<file path="src/rtl/mw_eeprom_pkg.sv">
package mw_eeprom_pkg;

    typedef enum logic [1:0] {
        OP_READ  = 2'b00,
        OP_WRITE = 2'b01,
        OP_EWEN  = 2'b10,
        OP_NONE  = 2'b11
    } mw_op_e;

    typedef enum logic [2:0] {
        S_IDLE,
        S_SELECT,
        S_LOW,
        S_HIGH,
        S_DESELECT,
        S_PROGRAM
    } mw_state_e;

endpackage

</file>
<file path="src/rtl/mw_frame_builder.sv">
module mw_frame_builder
    import mw_eeprom_pkg::*;
#(
    parameter int ADDR_W = 6,
    parameter int DATA_W = 16,
    localparam int HDR_W   = ADDR_W + 4,
    localparam int FRAME_W = HDR_W + DATA_W,
    localparam int CW      = $clog2(FRAME_W + 1)
) (
    input  mw_op_e              op,
    input  logic [ADDR_W-1:0]   addr,
    input  logic [DATA_W-1:0]   wdata,
    output logic [FRAME_W-1:0]  frame,
    output logic [CW-1:0]       nbits
);

    logic [HDR_W-1:0] hdr;

    // Header: dummy zero, start one, two opcode bits, address field.
    always_comb begin
        unique case (op)
            OP_READ:  hdr = {4'b0110, addr};
            OP_WRITE: hdr = {4'b0101, addr};
            OP_EWEN:  hdr = {4'b0100, 2'b11, {(ADDR_W-2){1'b0}}};
            OP_NONE:  hdr = '0;
        endcase
        frame = {hdr, (op == OP_WRITE) ? wdata : {DATA_W{1'b0}}};
        nbits = (op == OP_EWEN) ? CW'(HDR_W) : CW'(FRAME_W);
    end

endmodule

</file>
<file path="src/rtl/mw_phase_timer.sv">
module mw_phase_timer #(
    parameter int TW = 8
) (
    input  logic          clk,
    input  logic          rst_n,
    input  logic          load,
    input  logic [TW-1:0] load_len,
    output logic          expire
);

    logic [TW-1:0] cnt_q;

    always_ff @(posedge clk) begin
        if (!rst_n) begin
            cnt_q <= '0;
        end else if (load) begin
            cnt_q <= load_len - 1'b1;
        end else if (cnt_q != '0) begin
            cnt_q <= cnt_q - 1'b1;
        end
    end

    assign expire = (cnt_q == '0);


    zero_len_chk: assert property (@(posedge clk) disable iff (!rst_n)
        load |-> (load_len != '0));

endmodule

</file>
<file path="src/rtl/mw_tx_shifter.sv">
module mw_tx_shifter #(
    parameter int W = 26
) (
    input  logic         clk,
    input  logic         rst_n,
    input  logic         load,
    input  logic [W-1:0] load_val,
    input  logic         shift,
    output logic         head,
    output logic         head_next
);

    logic [W-1:0] sr_q;

    always_ff @(posedge clk) begin
        if (!rst_n) begin
            sr_q <= '0;
        end else if (load) begin
            sr_q <= load_val;
        end else if (shift) begin
            sr_q <= {sr_q[W-2:0], 1'b0};
        end
    end

    assign head      = sr_q[W-1];
    assign head_next = sr_q[W-2];

endmodule

</file>
<file path="src/rtl/mw_eeprom_master.sv">
module mw_eeprom_master
    import mw_eeprom_pkg::*;
#(
    parameter int ADDR_W    = 6,
    parameter int DATA_W    = 16,
    parameter int CLK_DIV   = 4,
    parameter int PROG_WAIT = 1500000
) (
    input  logic              clk,
    input  logic              rst_n,
    input  logic              cmd_valid,
    input  logic [1:0]        cmd_op,
    input  logic [ADDR_W-1:0] cmd_addr,
    input  logic [DATA_W-1:0] cmd_wdata,
    output logic              busy,
    output logic              done,
    output logic [DATA_W-1:0] rd_data,
    output logic              ee_cs,
    output logic              ee_sk,
    output logic              ee_di,
    input  logic              ee_do
);

    localparam int HDR_W     = ADDR_W + 4;
    localparam int FRAME_W   = HDR_W + DATA_W;
    localparam int CW        = $clog2(FRAME_W + 1);
    localparam int DESEL_LEN = 3 * CLK_DIV;
    localparam int MAX_LEN   = (PROG_WAIT > DESEL_LEN) ? PROG_WAIT : DESEL_LEN;
    localparam int TW        = $clog2(MAX_LEN + 1);

    mw_state_e state_q, state_d;
    mw_op_e    op_q;
    mw_op_e    cmd_op_e;
    logic [CW-1:0]      bit_left_q;
    logic [FRAME_W-1:0] frame;
    logic [CW-1:0]      nbits;
    logic [TW-1:0]      phase_len;
    logic               t_expire;
    logic               accept;
    logic               hi_end;
    logic               last_bit;
    logic               tx_head, tx_head_next;
    logic               cs_q, sk_q, di_q, done_q;
    logic [DATA_W-1:0]  rd_q;

    assign cmd_op_e = mw_op_e'(cmd_op);
    assign accept   = (state_q == S_IDLE) && cmd_valid && (cmd_op_e != OP_NONE);
    assign hi_end   = (state_q == S_HIGH) && t_expire;
    assign last_bit = (bit_left_q == CW'(1));

    mw_frame_builder #(
        .ADDR_W (ADDR_W),
        .DATA_W (DATA_W)
    ) frame_i (
        .op    (cmd_op_e),
        .addr  (cmd_addr),
        .wdata (cmd_wdata),
        .frame (frame),
        .nbits (nbits)
    );

    mw_tx_shifter #(
        .W (FRAME_W)
    ) tx_i (
        .clk       (clk),
        .rst_n     (rst_n),
        .load      (accept),
        .load_val  (frame),
        .shift     (hi_end),
        .head      (tx_head),
        .head_next (tx_head_next)
    );

    mw_phase_timer #(
        .TW (TW)
    ) timer_i (
        .clk      (clk),
        .rst_n    (rst_n),
        .load     (state_d != state_q),
        .load_len (phase_len),
        .expire   (t_expire)
    );

    // Next-state logic.
    always_comb begin
        state_d = state_q;
        unique case (state_q)
            S_IDLE:     if (accept)   state_d = S_SELECT;
            S_SELECT:   if (t_expire) state_d = S_LOW;
            S_LOW:      if (t_expire) state_d = S_HIGH;
            S_HIGH:     if (t_expire) state_d = last_bit ? S_DESELECT : S_LOW;
            S_DESELECT: if (t_expire) state_d = (op_q == OP_WRITE) ? S_PROGRAM : S_IDLE;
            S_PROGRAM:  if (t_expire) state_d = S_IDLE;
            default:                  state_d = S_IDLE;
        endcase
    end

    // Length of the phase being entered.
    always_comb begin
        unique case (state_d)
            S_SELECT, S_LOW, S_HIGH: phase_len = TW'(CLK_DIV);
            S_DESELECT:              phase_len = TW'(DESEL_LEN);
            S_PROGRAM:               phase_len = TW'(PROG_WAIT);
            default:                 phase_len = TW'(1);
        endcase
    end

    // State register.
    always_ff @(posedge clk) begin
        if (!rst_n) state_q <= S_IDLE;
        else        state_q <= state_d;
    end

    // Command context: latched opcode and remaining bit count.
    always_ff @(posedge clk) begin
        if (!rst_n) begin
            op_q       <= OP_NONE;
            bit_left_q <= '0;
        end else if (accept) begin
            op_q       <= cmd_op_e;
            bit_left_q <= nbits;
        end else if (hi_end) begin
            bit_left_q <= bit_left_q - 1'b1;
        end
    end

    // Read capture, MSB first, at the end of each high half in the data phase.
    always_ff @(posedge clk) begin
        if (!rst_n) begin
            rd_q <= '0;
        end else if (hi_end && (op_q == OP_READ) && (bit_left_q <= CW'(DATA_W))) begin
            rd_q <= {rd_q[DATA_W-2:0], ee_do};
        end
    end

    // Registered outputs, decoded from the state being entered.
    always_ff @(posedge clk) begin
        if (!rst_n) begin
            cs_q   <= 1'b0;
            sk_q   <= 1'b0;
            di_q   <= 1'b0;
            done_q <= 1'b0;
        end else begin
            cs_q   <= state_d inside {S_SELECT, S_LOW, S_HIGH};
            sk_q   <= (state_d == S_HIGH);
            done_q <= (state_q != S_IDLE) && (state_d == S_IDLE);
            if ((state_q == S_SELECT) && (state_d == S_LOW))
                di_q <= tx_head;
            else if (hi_end && (state_d == S_LOW))
                di_q <= tx_head_next;
            else if (!(state_d inside {S_LOW, S_HIGH}))
                di_q <= 1'b0;
        end
    end

    assign ee_cs   = cs_q;
    assign ee_sk   = sk_q;
    assign ee_di   = di_q;
    assign done    = done_q;
    assign busy    = (state_q != S_IDLE);
    assign rd_data = rd_q;


    sk_needs_cs_chk: assert property (@(posedge clk) disable iff (!rst_n)
        ee_sk |-> ee_cs);


    di_hold_chk: assert property (@(posedge clk) disable iff (!rst_n)
        (ee_sk && $past(ee_sk)) |-> $stable(ee_di));


    cs_idle_chk: assert property (@(posedge clk) disable iff (!rst_n)
        !busy |-> !ee_cs);


    done_idle_chk: assert property (@(posedge clk) disable iff (!rst_n)
        done |-> !busy);


    done_pulse_chk: assert property (@(posedge clk) disable iff (!rst_n)
        done |=> !done);


    start_needs_cmd_chk: assert property (@(posedge clk) disable iff (!rst_n)
        $rose(busy) |-> ($past(cmd_valid) && ($past(cmd_op) != 2'b11)));


    prog_cs_low_chk: assert property (@(posedge clk) disable iff (!rst_n)
        (state_q == S_PROGRAM) |-> !ee_cs);

endmodule

</file>
<file path="config.mk">
export PLATFORM = sky130hd
export DESIGN_NAME = mw_eeprom_master
export DESIGN_NICKNAME = d
export VERILOG_FILES = /design/src/rtl/mw_eeprom_pkg.sv /design/src/rtl/mw_frame_builder.sv /design/src/rtl/mw_phase_timer.sv /design/src/rtl/mw_tx_shifter.sv /design/src/rtl/mw_eeprom_master.sv
export SDC_FILE = /design/constraint.sdc
export NUM_CORES = 1
export LEC_CHECK = 0
export ABC_AREA = 1
export BUFFER_PORTS_ARGS = -buffer_cell sky130_fd_sc_hd__clkbuf_2
export CAP_MARGIN = 20
export CORE_ASPECT_RATIO = 1.2
export CORE_MARGIN = 1.5
export CORE_UTILIZATION = 50
export DETAILED_ROUTE_END_ITERATION = 16
export HOLD_SLACK_MARGIN = 0.06
export PLACE_DENSITY = 0.78
export RECOVER_POWER = 50
export SLEW_MARGIN = 20
export SYNTH_ARGS = -nofsm -noshare
export SYNTH_HDL_FRONTEND = slang
export SYNTH_SLANG_ARGS = --single-unit
</file>
<file path="constraint.sdc">
create_clock -name clk -period 3.4 [get_ports clk]
set_input_delay 0.34 -clock clk [delete_from_list [all_inputs] [get_ports clk]]
set_output_delay 0.34 -clock clk [all_outputs]
set_load 0.05 [all_outputs]
</file>
==> results.json, run 1 <==
{
  "timing.hold.worst.class": "in2reg",
  "cts.reportedPaths.clkPinSlew_ps": 90,
  "yosysUniqueCellTypes": 39,
  "ctsHtreeMaxLevel": 3,
  "gp_congestion": 0.909,
  "routedWlPerCell_um": 13.3,
  "worst_slew_margin_rel_pct": 25.3,
  "arrival_ps": 3190,
  "top_usage_layer": "met2",
  "fin_worst_skew_ps": 10.9,
  "post_route_cells_drive_above_1_share_pct": 17.0,
  "yosys.area_share.simple_pct": 35.3,
  "synth_sequential_area_ratio_pct": 39.5,
  "path_buf_inv": 1,
  "synth-compound-area-share_pct": 17.4,
  "post_route_antenna_net_violation_count": 0,
  "drv_cap": 0,
  "std_cell_rows": 35,
  "total_number_of_vias": 3692,
  "number_of_enable_type_register_cells_in_the_synthesized_netlist": 0,
  "worst_vdd_drop_mv": 0.414,
  "groute.layer.met1.usage_pct": 25.9,
  "status": "finished clean",
  "crit_slowest_cell": "sky130_fd_sc_hd__nor2_4",
  "cts_made_buffers": 9,
  "dr_pass1_iterations": 5,
  "clkSinkCount": 77,
  "final_nets": 613,
  "globalRouteMet3Util_pct": 5.59,
  "flip_flop_and_latch_count_after_synthesis": 77,
  "drt-initial-drc-count": 178,
  "drcViolationCount": 0,
  "die_area_mm2": 0.00835,
  "die-width_um": 83.7,
  "syn2layout_area_growth_pct": 12.4,
  "synth_top_family_by_area": "simple AND/OR/NAND/NOR gates",
  "die_ht_um": 99.8,
  "postSynthCellCount": 538,
  "path_delay_family": "simple AND/OR/NAND/NOR gates",
  "synthesis.area_per_instance_um2": 7.26,
  "coreArea_mm2": 0.00762,
  "starting_density_of_the_core_pct": 51.3,
  "clock.fmax_mhz": 342,
  "worstPathCellList": "nor2_1 -> nand2_1 -> nor2_1 -> nand4_2 -> nand2_1 -> a21oi_2 -> nor2_4 -> nand3_1 -> nand2_1 -> inv_1 -> ha_1 -> nand3_1 -> nor3_2 -> or2_2 -> nand3_1 -> nor2_1",
  "cts.hold.buffers_added": 0,
  "rsz_0062_raised_after_global_routing": "false",
  "fraction_of_synthesized_cell_area_in_xor_and_xnor_cells_pct": 0.224,
  "finalSetupViolations": 0,
  "critPathMaxFanout": 17,
  "timing_worst_setup_path_type": "reg2reg",
  "max-clock-path-buffers": 2,
  "grt.total_usage_pct": 22.5,
  "number_of_global_route_vias_before_repair": 3484,
  "grt_pass1_wl_um": 15400,
  "synth-adder-area-share_pct": 0.961,
  "power.static_leakage_nw": 2.05,
  "cp.depth": 16,
  "shortest_period_the_worst_path_allows_ps": 2920,
  "setup.worst_path.end_class": "flip-flop",
  "sort_of_element_at_the_start_of_the_critical_path": "flip-flop",
  "design.portCount": 49,
  "cp_data_required_time_ps": 3670,
  "wirelength_um": 9000,
  "antenna_cells": 0,
  "total_power_mw": 3.30,
  "ys_warn_count": 0,
  "detailedPlacementHpwl_um": 6430,
  "r2r_slack_ps": 480,
  "crit_share_post_route_pct": 85.9,
  "cts-root-buf": "sky130_fd_sc_hd__clkbuf_8",
  "cts.repair.resized": 0,
  "grt_max_degree": 47,
  "async_flop_share_pct": 0,
  "timing.final.hold_violations": 0,
  "clock_latency_ps": 360,
  "antenna_violations_before_repair": 0,
  "synth_top_area_share_pct": 39.5,
  "worst-r2r-cell-count": 16,
  "synthesis.nets": 569,
  "post_drt_via_cell_ratio": 5.44,
  "cts_tree": "yes",
  "gr-usage-met2_pct": 39.3,
  "grt_overflow_total": 0,
  "critPathMaxStageDelay_ps": 440,
  "power.density_mw_per_mm2": 751,
  "postSynth.topFlopCell": "sky130_fd_sc_hd__dfxtp_1",
  "hold_depth": 3,
  "cts.repair_timing.setup_buffer_count": 0,
  "io_buffers": 48,
  "fillerInstances": 695,
  "drv_slew": 0,
  "multiplexer_area_fraction_after_synthesis_pct": 0,
  "netlist_area_mm2": 0.00391,
  "synth_area_leader_cell": "sky130_fd_sc_hd__dfxtp_1",
  "timing.setup.tns_ps": 0,
  "worstMarginPinSlew_ps": 1120,
  "synth.area.top_cells": "sky130_fd_sc_hd__dfxtp_1, sky130_fd_sc_hd__nor2_1, sky130_fd_sc_hd__nand2_1"
}
-- registers in the layout, summed over array words and instances (netlist names) --
| name | flops |
|---|---|
| bit_left_q | 5 |
| tx_i.sr_q | 26 |
| timer_i.cnt_q | 21 |
| done | 1 |
| state_q | 3 |
| ee_cs | 1 |
| rd_data | 16 |
| ee_di | 1 |
| op_q | 2 |
| ee_sk | 1 |
-- cell usage after synthesis, types with 2 or more instances --
library cell and instances:
sky130_fd_sc_hd__nand3_4 4, sky130_fd_sc_hd__inv_1 39, sky130_fd_sc_hd__nand4_1 2, sky130_fd_sc_hd__ha_1 3
sky130_fd_sc_hd__a22oi_1 17, sky130_fd_sc_hd__a21oi_1 44, sky130_fd_sc_hd__dfxtp_1 77, sky130_fd_sc_hd__a31oi_1 2
sky130_fd_sc_hd__nor2_1 88, sky130_fd_sc_hd__clkbuf_1 18, sky130_fd_sc_hd__inv_2 2, sky130_fd_sc_hd__nand2_1 87
sky130_fd_sc_hd__nand2_4 3, sky130_fd_sc_hd__o22ai_1 2, sky130_fd_sc_hd__nor2_4 12, sky130_fd_sc_hd__buf_2 3
sky130_fd_sc_hd__o21ai_0 48, sky130_fd_sc_hd__or2_2 2, sky130_fd_sc_hd__nor3_1 9, sky130_fd_sc_hd__nand3_1 33
sky130_fd_sc_hd__nand2_2 9, sky130_fd_sc_hd__nor2_2 5, sky130_fd_sc_hd__a221oi_1 3, sky130_fd_sc_hd__nand3_2 10
sky130_fd_sc_hd__a21oi_2 2
-- power breakdown --
part,internal [mW],total (mW),switching [mW]
Clock,0.352,0.729,0.377
Combinational,0.480,1.40,0.924
Sequential,1.06,1.16,0.103
Total,1.89,3.30,1.40
-- cell families (layout without fill, tap and decap cells) --
group	count (synthesis)	in the layout
AND/OR/NAND/NOR	271	271
AO/OA/AOI/OAI	121	121
XOR/XNOR	1	1
adder cells (fa/ha/maj)	3	3
buffers and inverters	65	114
flip-flops	77	77
-- per-stage QoR --
stage          util [%]  setup slack [ps]  std cells  hold slack (ps)  cell area, um^2
2_1_floorplan         -               846        538              441             3910
3_3_place_gp       55.4               651        663              436             4220
3_5_place_dp       55.4               569        663              444             4220
4_1_cts            58.1               529        679              193             4430
5_1_grt            57.6               157        679              211             4390
6_report           57.6               478        679              205             4390
-- worst reg2reg max path, delay by kind of cell, from the launching register on --
kind | cells | cell delay, ps
buf+inv | 1 | 50
flops | 1 | 340
simple gates | 13 | 2180
compound gates | 1 | 50
fa+ha+maj | 1 | 190
-- cell usage in the layout, fill, tap and decap left out, types with 2 or more instances in the layout --
master,n
sky130_fd_sc_hd__or2_2,2
sky130_fd_sc_hd__nand3_2,10
sky130_fd_sc_hd__nor2_4,12
sky130_fd_sc_hd__inv_6,3
sky130_fd_sc_hd__o21ai_0,48
sky130_fd_sc_hd__nor3_1,9
sky130_fd_sc_hd__buf_4,7
sky130_fd_sc_hd__a221oi_1,3
sky130_fd_sc_hd__a21oi_1,45
sky130_fd_sc_hd__a31oi_1,2
sky130_fd_sc_hd__a22oi_1,17
sky130_fd_sc_hd__nand2_2,9
sky130_fd_sc_hd__nand2_4,3
sky130_fd_sc_hd__nor2_2,4
sky130_fd_sc_hd__clkbuf_8,9
sky130_fd_sc_hd__inv_2,2
sky130_fd_sc_hd__nand4_1,2
sky130_fd_sc_hd__nand2_1,87
sky130_fd_sc_hd__nand3_4,4
sky130_fd_sc_hd__dfxtp_1,77
sky130_fd_sc_hd__o22ai_1,2
sky130_fd_sc_hd__inv_1,39
sky130_fd_sc_hd__nor2_1,89
sky130_fd_sc_hd__clkbuf_1,22
sky130_fd_sc_hd__clkbuf_2,27
sky130_fd_sc_hd__nand3_1,33
sky130_fd_sc_hd__ha_1,3
-- per-layer routing --
layer | wire length [um] | share of wire [%]
met2 | 4440 | 49
met3 | 469 | 5.2
met4 | 243 | 2.7
met1 | 3850 | 43
met5 | 0 | 0
-- path summary, 6_finish.rpt --
path                                       start          endpoint
worst max-delay path            timer_i.cnt_q[8]  timer_i.cnt_q[6]
worst min-delay path                       ee_do        rd_data[0]
worst max register to register  timer_i.cnt_q[8]  timer_i.cnt_q[6]
worst min register to register             ee_di             ee_di
-- layout make-up --
type | instances | area [um^2] | area share [%]
multi-input combinational | 396 | 2100 | 47.8
sequential | 77 | 1540 | 35.1
timing repair buffer | 56 | 270 | 6.16
inverter | 42 | 158 | 3.59
clock buffer | 9 | 124 | 2.82
tap | 92 | 115 | 2.62
clock inverter | 7 | 81.3 | 1.85
Power figures use the tool's default switching activity.
==> run 2, diff against run 1 <==
--- a/config.mk
+++ b/config.mk
@@ -8,12 +8,12 @@
 export ABC_AREA = 1
 export BUFFER_PORTS_ARGS = -buffer_cell sky130_fd_sc_hd__clkbuf_2
 export CAP_MARGIN = 20
-export CORE_ASPECT_RATIO = 1.2
+export CORE_ASPECT_RATIO = 0.7
 export CORE_MARGIN = 1.5
-export CORE_UTILIZATION = 50
+export CORE_UTILIZATION = 58
 export DETAILED_ROUTE_END_ITERATION = 16
 export HOLD_SLACK_MARGIN = 0.06
-export PLACE_DENSITY = 0.78
+export PLACE_DENSITY = 0.88
 export RECOVER_POWER = 50
 export SLEW_MARGIN = 20
 export SYNTH_ARGS = -nofsm -noshare
==> run 2 against run 1 <==
  * First-iteration DRC count grew 75%
  * Clock skew shrank 3.0 ps
  * Critical path depth grew 4
  * Wire length grew 8.4%
  * Die area shrank 13%
  * Non-clock buffer count is the same
  * Sequential power is essentially flat
  * Critical path type unchanged
  * Critical endpoint is now timer_i.cnt_q[20]
  * Largest cell class unchanged
  * Highest routed layer unchanged
==> results.json, run 2 (synthesis gave the netlist of run 1 again) <==
{
  "cts.repair.resized": 0,
  "routedWlPerCell_um": 14.4,
  "most-common-layout-cells": "sky130_fd_sc_hd__nor2_1, sky130_fd_sc_hd__nand2_1, sky130_fd_sc_hd__dfxtp_1",
  "finalSetupViolations": 0,
  "cts.reportedPaths.clkPinSlew_ps": 80,
  "grt_max_degree": 47,
  "cts.repair_timing.setup_buffer_count": 0,
  "fin_worst_skew_ps": 7.91,
  "status": "finished clean",
  "grt_overflow_total": 0,
  "total_number_of_vias": 3917,
  "ctsHtreeMaxLevel": 3,
  "hold_path_startpoint": "ee_do",
  "antenna_violations_before_repair": 0,
  "detailedPlacementHpwl_um": 6890,
  "wirelength_um": 9760,
  "fin_cells": 678,
  "place.detailed.instances": 662,
  "worst_slew_margin_rel_pct": 46.2,
  "std_cell_rows": 24,
  "total_power_mw": 3.23,
  "power.density_mw_per_mm2": 743,
  "design.portCount": 49,
  "drt-initial-drc-count": 311,
  "post_route_cells_drive_above_1_share_pct": 16.5,
  "sort_of_element_at_the_start_of_the_critical_path": "flip-flop",
  "timing.setup.tns_ps": 0,
  "cts_made_buffers": 9,
  "cts_tree": "yes",
  "critPathMaxFanout": 17,
  "max-clock-path-buffers": 2,
  "clkSinkCount": 77,
  "largest_register_ff_count": 26,
  "die_area_mm2": 0.00724,
  "gp_congestion": 0.986,
  "starting_density_of_the_core_pct": 61.4,
  "number_of_global_route_vias_before_repair": 3682,
  "drcViolationCount": 0,
  "io_buffers": 48,
  "grt_pass1_wl_um": 16500,
  "worst_setup_path_startpoint": "timer_i.cnt_q[10]",
  "clock.fmax_mhz": 330,
  "shortest_period_the_worst_path_allows_ps": 3030,
  "timing.hold.worst.class": "in2reg",
  "crit_share_post_route_pct": 89.2,
  "cp_data_required_time_ps": 3670,
  "final_nets": 613,
  "timing_worst_setup_path_type": "reg2reg",
  "reg_with_most_ffs": "tx_i.sr_q",
  "cts.hold.buffers_added": 0,
  "drv_slew": 0,
  "post_drt_via_cell_ratio": 5.78,
  "syn2layout_area_growth_pct": 11.1,
  "antenna_cells": 0,
  "die-width_um": 101,
  "rsz_0062_raised_after_global_routing": "false",
  "worstMarginPinSlew_ps": 807,
  "drv_cap": 0,
  "arrival_ps": 3300,
  "power.static_leakage_nw": 2.02,
  "dr_pass1_iterations": 5,
  "post_route_antenna_net_violation_count": 0,
  "setup.worst_path.end_class": "flip-flop",
  "die_ht_um": 71.7,
  "worst_vdd_drop_mv": 0.447,
  "reg2reg_from": "timer_i.cnt_q[10]",
  "fin_worst_hold_slack_ps": 253,
  "coreArea_mm2": 0.00637,
  "cts-root-buf": "sky130_fd_sc_hd__clkbuf_8",
  "grt.total_usage_pct": 28.4,
  "clock_latency_ps": 350,
  "timing.final.hold_violations": 0
}
-- run 2: per-layer routing --
metal,track usage (%),wire (um),share of wire [%]
met3,6.83,774,7.9
met1,39.4,4510,46
met2,44.1,4380,45
met4,8.64,95,0.97
met5,0,0,0
-- run 2: worst max-delay path: stages (launching register included) --
cell and delay, ps:
sky130_fd_sc_hd__dfxtp_1 340, sky130_fd_sc_hd__nor2_2 170, sky130_fd_sc_hd__nand2_1 110, sky130_fd_sc_hd__nor2_4 180, sky130_fd_sc_hd__nand3_4 170, sky130_fd_sc_hd__nand2_1 110
sky130_fd_sc_hd__nand2_1 60, sky130_fd_sc_hd__nand2_1 140, sky130_fd_sc_hd__nand2_2 90, sky130_fd_sc_hd__nand2_2 80, sky130_fd_sc_hd__nand2_4 170, sky130_fd_sc_hd__nand3_1 150
sky130_fd_sc_hd__nand2_1 70, sky130_fd_sc_hd__inv_1 60, sky130_fd_sc_hd__ha_1 150, sky130_fd_sc_hd__nand3_1 210, sky130_fd_sc_hd__nor2_4 200, sky130_fd_sc_hd__nand2_4 110
sky130_fd_sc_hd__nor2_4 120, sky130_fd_sc_hd__nand3_1 80, sky130_fd_sc_hd__a21oi_1 160
-- run 2: through the flow --
stage	cell area, um^2	setup WS [ps]	utilization [%]
floorplan	3910	846	-
global placement	4220	686	66.3
detailed placement	4220	516	66.3
CTS	4390	488	68.9
global route	4340	73.5	68.2
finish	4340	369	68.2
-- run 2: final timing paths --
check                                         end  slack (ps)  cells past startpoint
worst max register to register  timer_i.cnt_q[20]         370                     20
worst min-delay path                   rd_data[0]         250                      3
worst max-delay path            timer_i.cnt_q[20]         370                     20
worst min register to register              ee_di         470                      2
-- run 2: final cells by class --
type	count	area (um^2)
clock inverters	6	40.0
flip-flops and latches	77	1540
clock buffers	10	128
well taps	91	114
repair buffers	56	267
inverters	42	158
multi-input cells	396	2090
fillers	551	2030
-- run 2: power breakdown --
part	switching [mW]	leakage, nW	internal (mW)	total [mW]
Clock	0.343	0.0860	0.264	0.607
Combinational	0.962	1.31	0.483	1.44
Sequential	0.115	0.631	1.06	1.17
==> run 3, diff against run 2 <==
--- a/config.mk
+++ b/config.mk
@@ -5,15 +5,14 @@
 export SDC_FILE = /design/constraint.sdc
 export NUM_CORES = 1
 export LEC_CHECK = 0
-export ABC_AREA = 1
 export BUFFER_PORTS_ARGS = -buffer_cell sky130_fd_sc_hd__clkbuf_2
 export CAP_MARGIN = 20
 export CORE_ASPECT_RATIO = 0.7
 export CORE_MARGIN = 1.5
-export CORE_UTILIZATION = 58
+export CORE_UTILIZATION = 57
 export DETAILED_ROUTE_END_ITERATION = 16
 export HOLD_SLACK_MARGIN = 0.06
-export PLACE_DENSITY = 0.88
+export PLACE_DENSITY = 0.87
 export RECOVER_POWER = 50
 export SLEW_MARGIN = 20
 export SYNTH_ARGS = -nofsm -noshare
==> run 3 against run 2 <==
  * Non-clock buffer count up 6
  * Synthesized cell count down 17%
  * Sequential cell count stayed put
  * Final cell count down 15%
  * Power rose by 1.5%
  * Combinational power decreased by 7%
  * Area after synthesis fell by 7.7%
  * First-iteration DRC count is 24% higher
==> results.json, run 3 <==
{
  "status": "finished clean",
  "antenna_cells": 0,
  "post_drt_via_cell_ratio": 6.23,
  "r2r_slack_ps": 190,
  "grt_max_degree": 33,
  "timing.setup.tns_ps": 0,
  "number_of_enable_type_register_cells_in_the_synthesized_netlist": 0,
  "sort_of_element_at_the_start_of_the_critical_path": "flip-flop",
  "ys_warn_count": 0,
  "clock_latency_ps": 340,
  "max-clock-path-buffers": 2,
  "postLayoutCoreUtil_pct": 66.6,
  "timing_worst_setup_path_type": "reg2reg",
  "routedWlPerCell_um": 16.0,
  "power.static_leakage_nw": 1.56,
  "final_nets": 524,
  "postSynth.topFlopCell": "sky130_fd_sc_hd__dfxtp_1",
  "starting_density_of_the_core_pct": 58.6,
  "synthesis.area_per_instance_um2": 8.10,
  "cts.reportedPaths.clkPinSlew_ps": 80,
  "antenna_violations_before_repair": 0,
  "synthesis.nets": 476,
  "detailedPlacementHpwl_um": 6160,
  "cts-root-buf": "sky130_fd_sc_hd__clkbuf_8",
  "total_number_of_vias": 3574,
  "hold_depth": 3,
  "crit-reg2reg-capture": "timer_i.cnt_q[20]",
  "post_route_cells_drive_above_1_share_pct": 11.7,
  "io_buffers": 48,
  "postSynthCellCount": 445,
  "critPathMaxFanout": 6,
  "cts_made_buffers": 9,
  "coreArea_mm2": 0.00616,
  "largest_register_ff_count": 26,
  "cp_data_required_time_ps": 3670,
  "die-width_um": 98.1,
  "synth.cells.most_frequent": "sky130_fd_sc_hd__dfxtp_1, sky130_fd_sc_hd__nand2_1, sky130_fd_sc_hd__nor2_1, sky130_fd_sc_hd__a21oi_1, sky130_fd_sc_hd__o21ai_0",
  "dr_pass1_iterations": 6,
  "cts_tree": "yes",
  "most-common-layout-cells": "sky130_fd_sc_hd__dfxtp_1, sky130_fd_sc_hd__nand2_1, sky130_fd_sc_hd__nor2_1",
  "netlist_area_mm2": 0.00361,
  "fillerInstances": 518,
  "rsz_0062_raised_after_global_routing": "false",
  "grt.total_usage_pct": 28.0,
  "worst_slew_margin_rel_pct": 42.2,
  "die_ht_um": 69.5,
  "worstMarginPinSlew_ps": 856,
  "setup.worst_path.end_class": "flip-flop",
  "most_common_cell_after_layout_fill_and_taps_aside": "sky130_fd_sc_hd__dfxtp_1",
  "drcViolationCount": 0,
  "cts.repair_timing.setup_buffer_count": 0,
  "worst_hold_end": "tx_i.sr_q[16]",
  "post-synth-top-count-cell": "sky130_fd_sc_hd__dfxtp_1",
  "worst_vdd_drop_mv": 0.321,
  "number_of_global_route_vias_before_repair": 3296,
  "timing.hold.worst.class": "in2reg",
  "power.density_mw_per_mm2": 799,
  "crit_share_post_route_pct": 94.4,
  "grt_overflow_total": 0,
  "post_route_antenna_net_violation_count": 0,
  "fin_worst_skew_ps": 5.17,
  "ctsHtreeMaxLevel": 3,
  "std_cell_rows": 24,
  "finalSetupViolations": 0,
  "worst-r2r-cell-count": 8,
  "clkSinkCount": 77,
  "drv_slew": 0,
  "flip_flop_and_latch_count_after_synthesis": 77,
  "synth_top_area_share_pct": 42.7,
  "arrival_ps": 3480,
  "synth_sequential_area_ratio_pct": 42.7,
  "reg_with_most_ffs": "tx_i.sr_q",
  "syn2layout_area_growth_pct": 13.7,
  "design.portCount": 49,
  "wirelength_um": 9180,
  "shortest_period_the_worst_path_allows_ps": 3210,
  "async_flop_share_pct": 0,
  "reg2reg_from": "timer_i.cnt_q[0]",
  "timing.final.hold_violations": 0,
  "synth_area_leader_cell": "sky130_fd_sc_hd__dfxtp_1",
  "yosysUniqueCellTypes": 55,
  "grt_pass1_wl_um": 15400,
  "drv_cap": 0,
  "gp_congestion": 0.999,
  "drt-initial-drc-count": 385,
  "clock.fmax_mhz": 311,
  "cts.repair.resized": 0,
  "synth.area.top_cells": "sky130_fd_sc_hd__dfxtp_1, sky130_fd_sc_hd__a21oi_1, sky130_fd_sc_hd__o21ai_0",
  "die_area_mm2": 0.00682,
  "cts.hold.buffers_added": 0,
  "hold_path_startpoint": "cmd_addr[0]"
}
==> run 3: worst max-delay path by stage <==
stage                      from                end  slack (ps)  cells after the start
3_5_place_dp   timer_i.cnt_q[0]  timer_i.cnt_q[20]         240                     10
2_1_floorplan  timer_i.cnt_q[0]  timer_i.cnt_q[20]          90                     11
4_1_cts        timer_i.cnt_q[0]  timer_i.cnt_q[20]         240                     10
3_3_place_gp   timer_i.cnt_q[0]  timer_i.cnt_q[20]         330                     10
5_1_grt        timer_i.cnt_q[0]  timer_i.cnt_q[20]          30                     10
6_report       timer_i.cnt_q[0]  timer_i.cnt_q[20]         190                      8
==> run 3: logic make-up after synthesis <==
group           count (synthesis)  share of synthesized area, %
compound gates                137                          23.0
xor+xnor                       10                          2.43
fa+ha+maj                       3                          1.04
buf+inv                        33                          3.68
flops                          77                          42.7
mux                            16                          4.44
simple gates                  169                          22.7
==> run 3: area by class of cell <==
class / count / area, um^2 / share of cell area (%)
inverters: 8 / 30.0 / 0.733
well taps: 78 / 97.6 / 2.38
clock inverters: 5 / 77.6 / 1.89
clock buffers: 9 / 124 / 3.02
flip-flops and latches: 77 / 1540 / 37.6
repair buffers: 62 / 308 / 7.51
multi-input cells: 335 / 1920 / 46.9
==> run 3: per-stage QoR <==
step / std cells / power, mW / setup slack [ps] / cell area (um^2) / hold slack, ps
final: 574 / 3.27 / 190 / 4100 / 210
after global routing: 574 / 3.47 / 29.7 / 4100 / 213
after CTS: 574 / 3.26 / 236 / 4150 / 200
after detailed placement: 560 / 2.52 / 237 / 3950 / 450
after global placement: 560 / 2.50 / 330 / 3950 / 445
after floorplan: 445 / 2.24 / 93.8 / 3610 / 436
==> run 3: layer usage <==
layer	global-route usage (%)	up-vias	share of wire, %
met3	7.36	33	8.6
met2	41.6	193	44
met5	0	-	0
met4	9.84	0	2.2
met1	39.4	1651	46
li1	-	1697	-
==> run 3: worst max-delay path, cell delays in order, from the launching register on <==
cell                       delay [ps]
sky130_fd_sc_hd__dfxtp_1          320
sky130_fd_sc_hd__or4_4            560
sky130_fd_sc_hd__nor4_1           360
sky130_fd_sc_hd__clkbuf_1         210
sky130_fd_sc_hd__a21oi_1          150
sky130_fd_sc_hd__o31ai_1          620
sky130_fd_sc_hd__o211ai_1         310
sky130_fd_sc_hd__or3_1            410
sky130_fd_sc_hd__a41oi_1          200
==> run 3: power by group <==
part           internal [mW]  total [mW]  switching (mW)
sequential              1.06        1.21           0.151
clock                  0.402       0.722           0.319
combinational          0.489        1.34           0.854
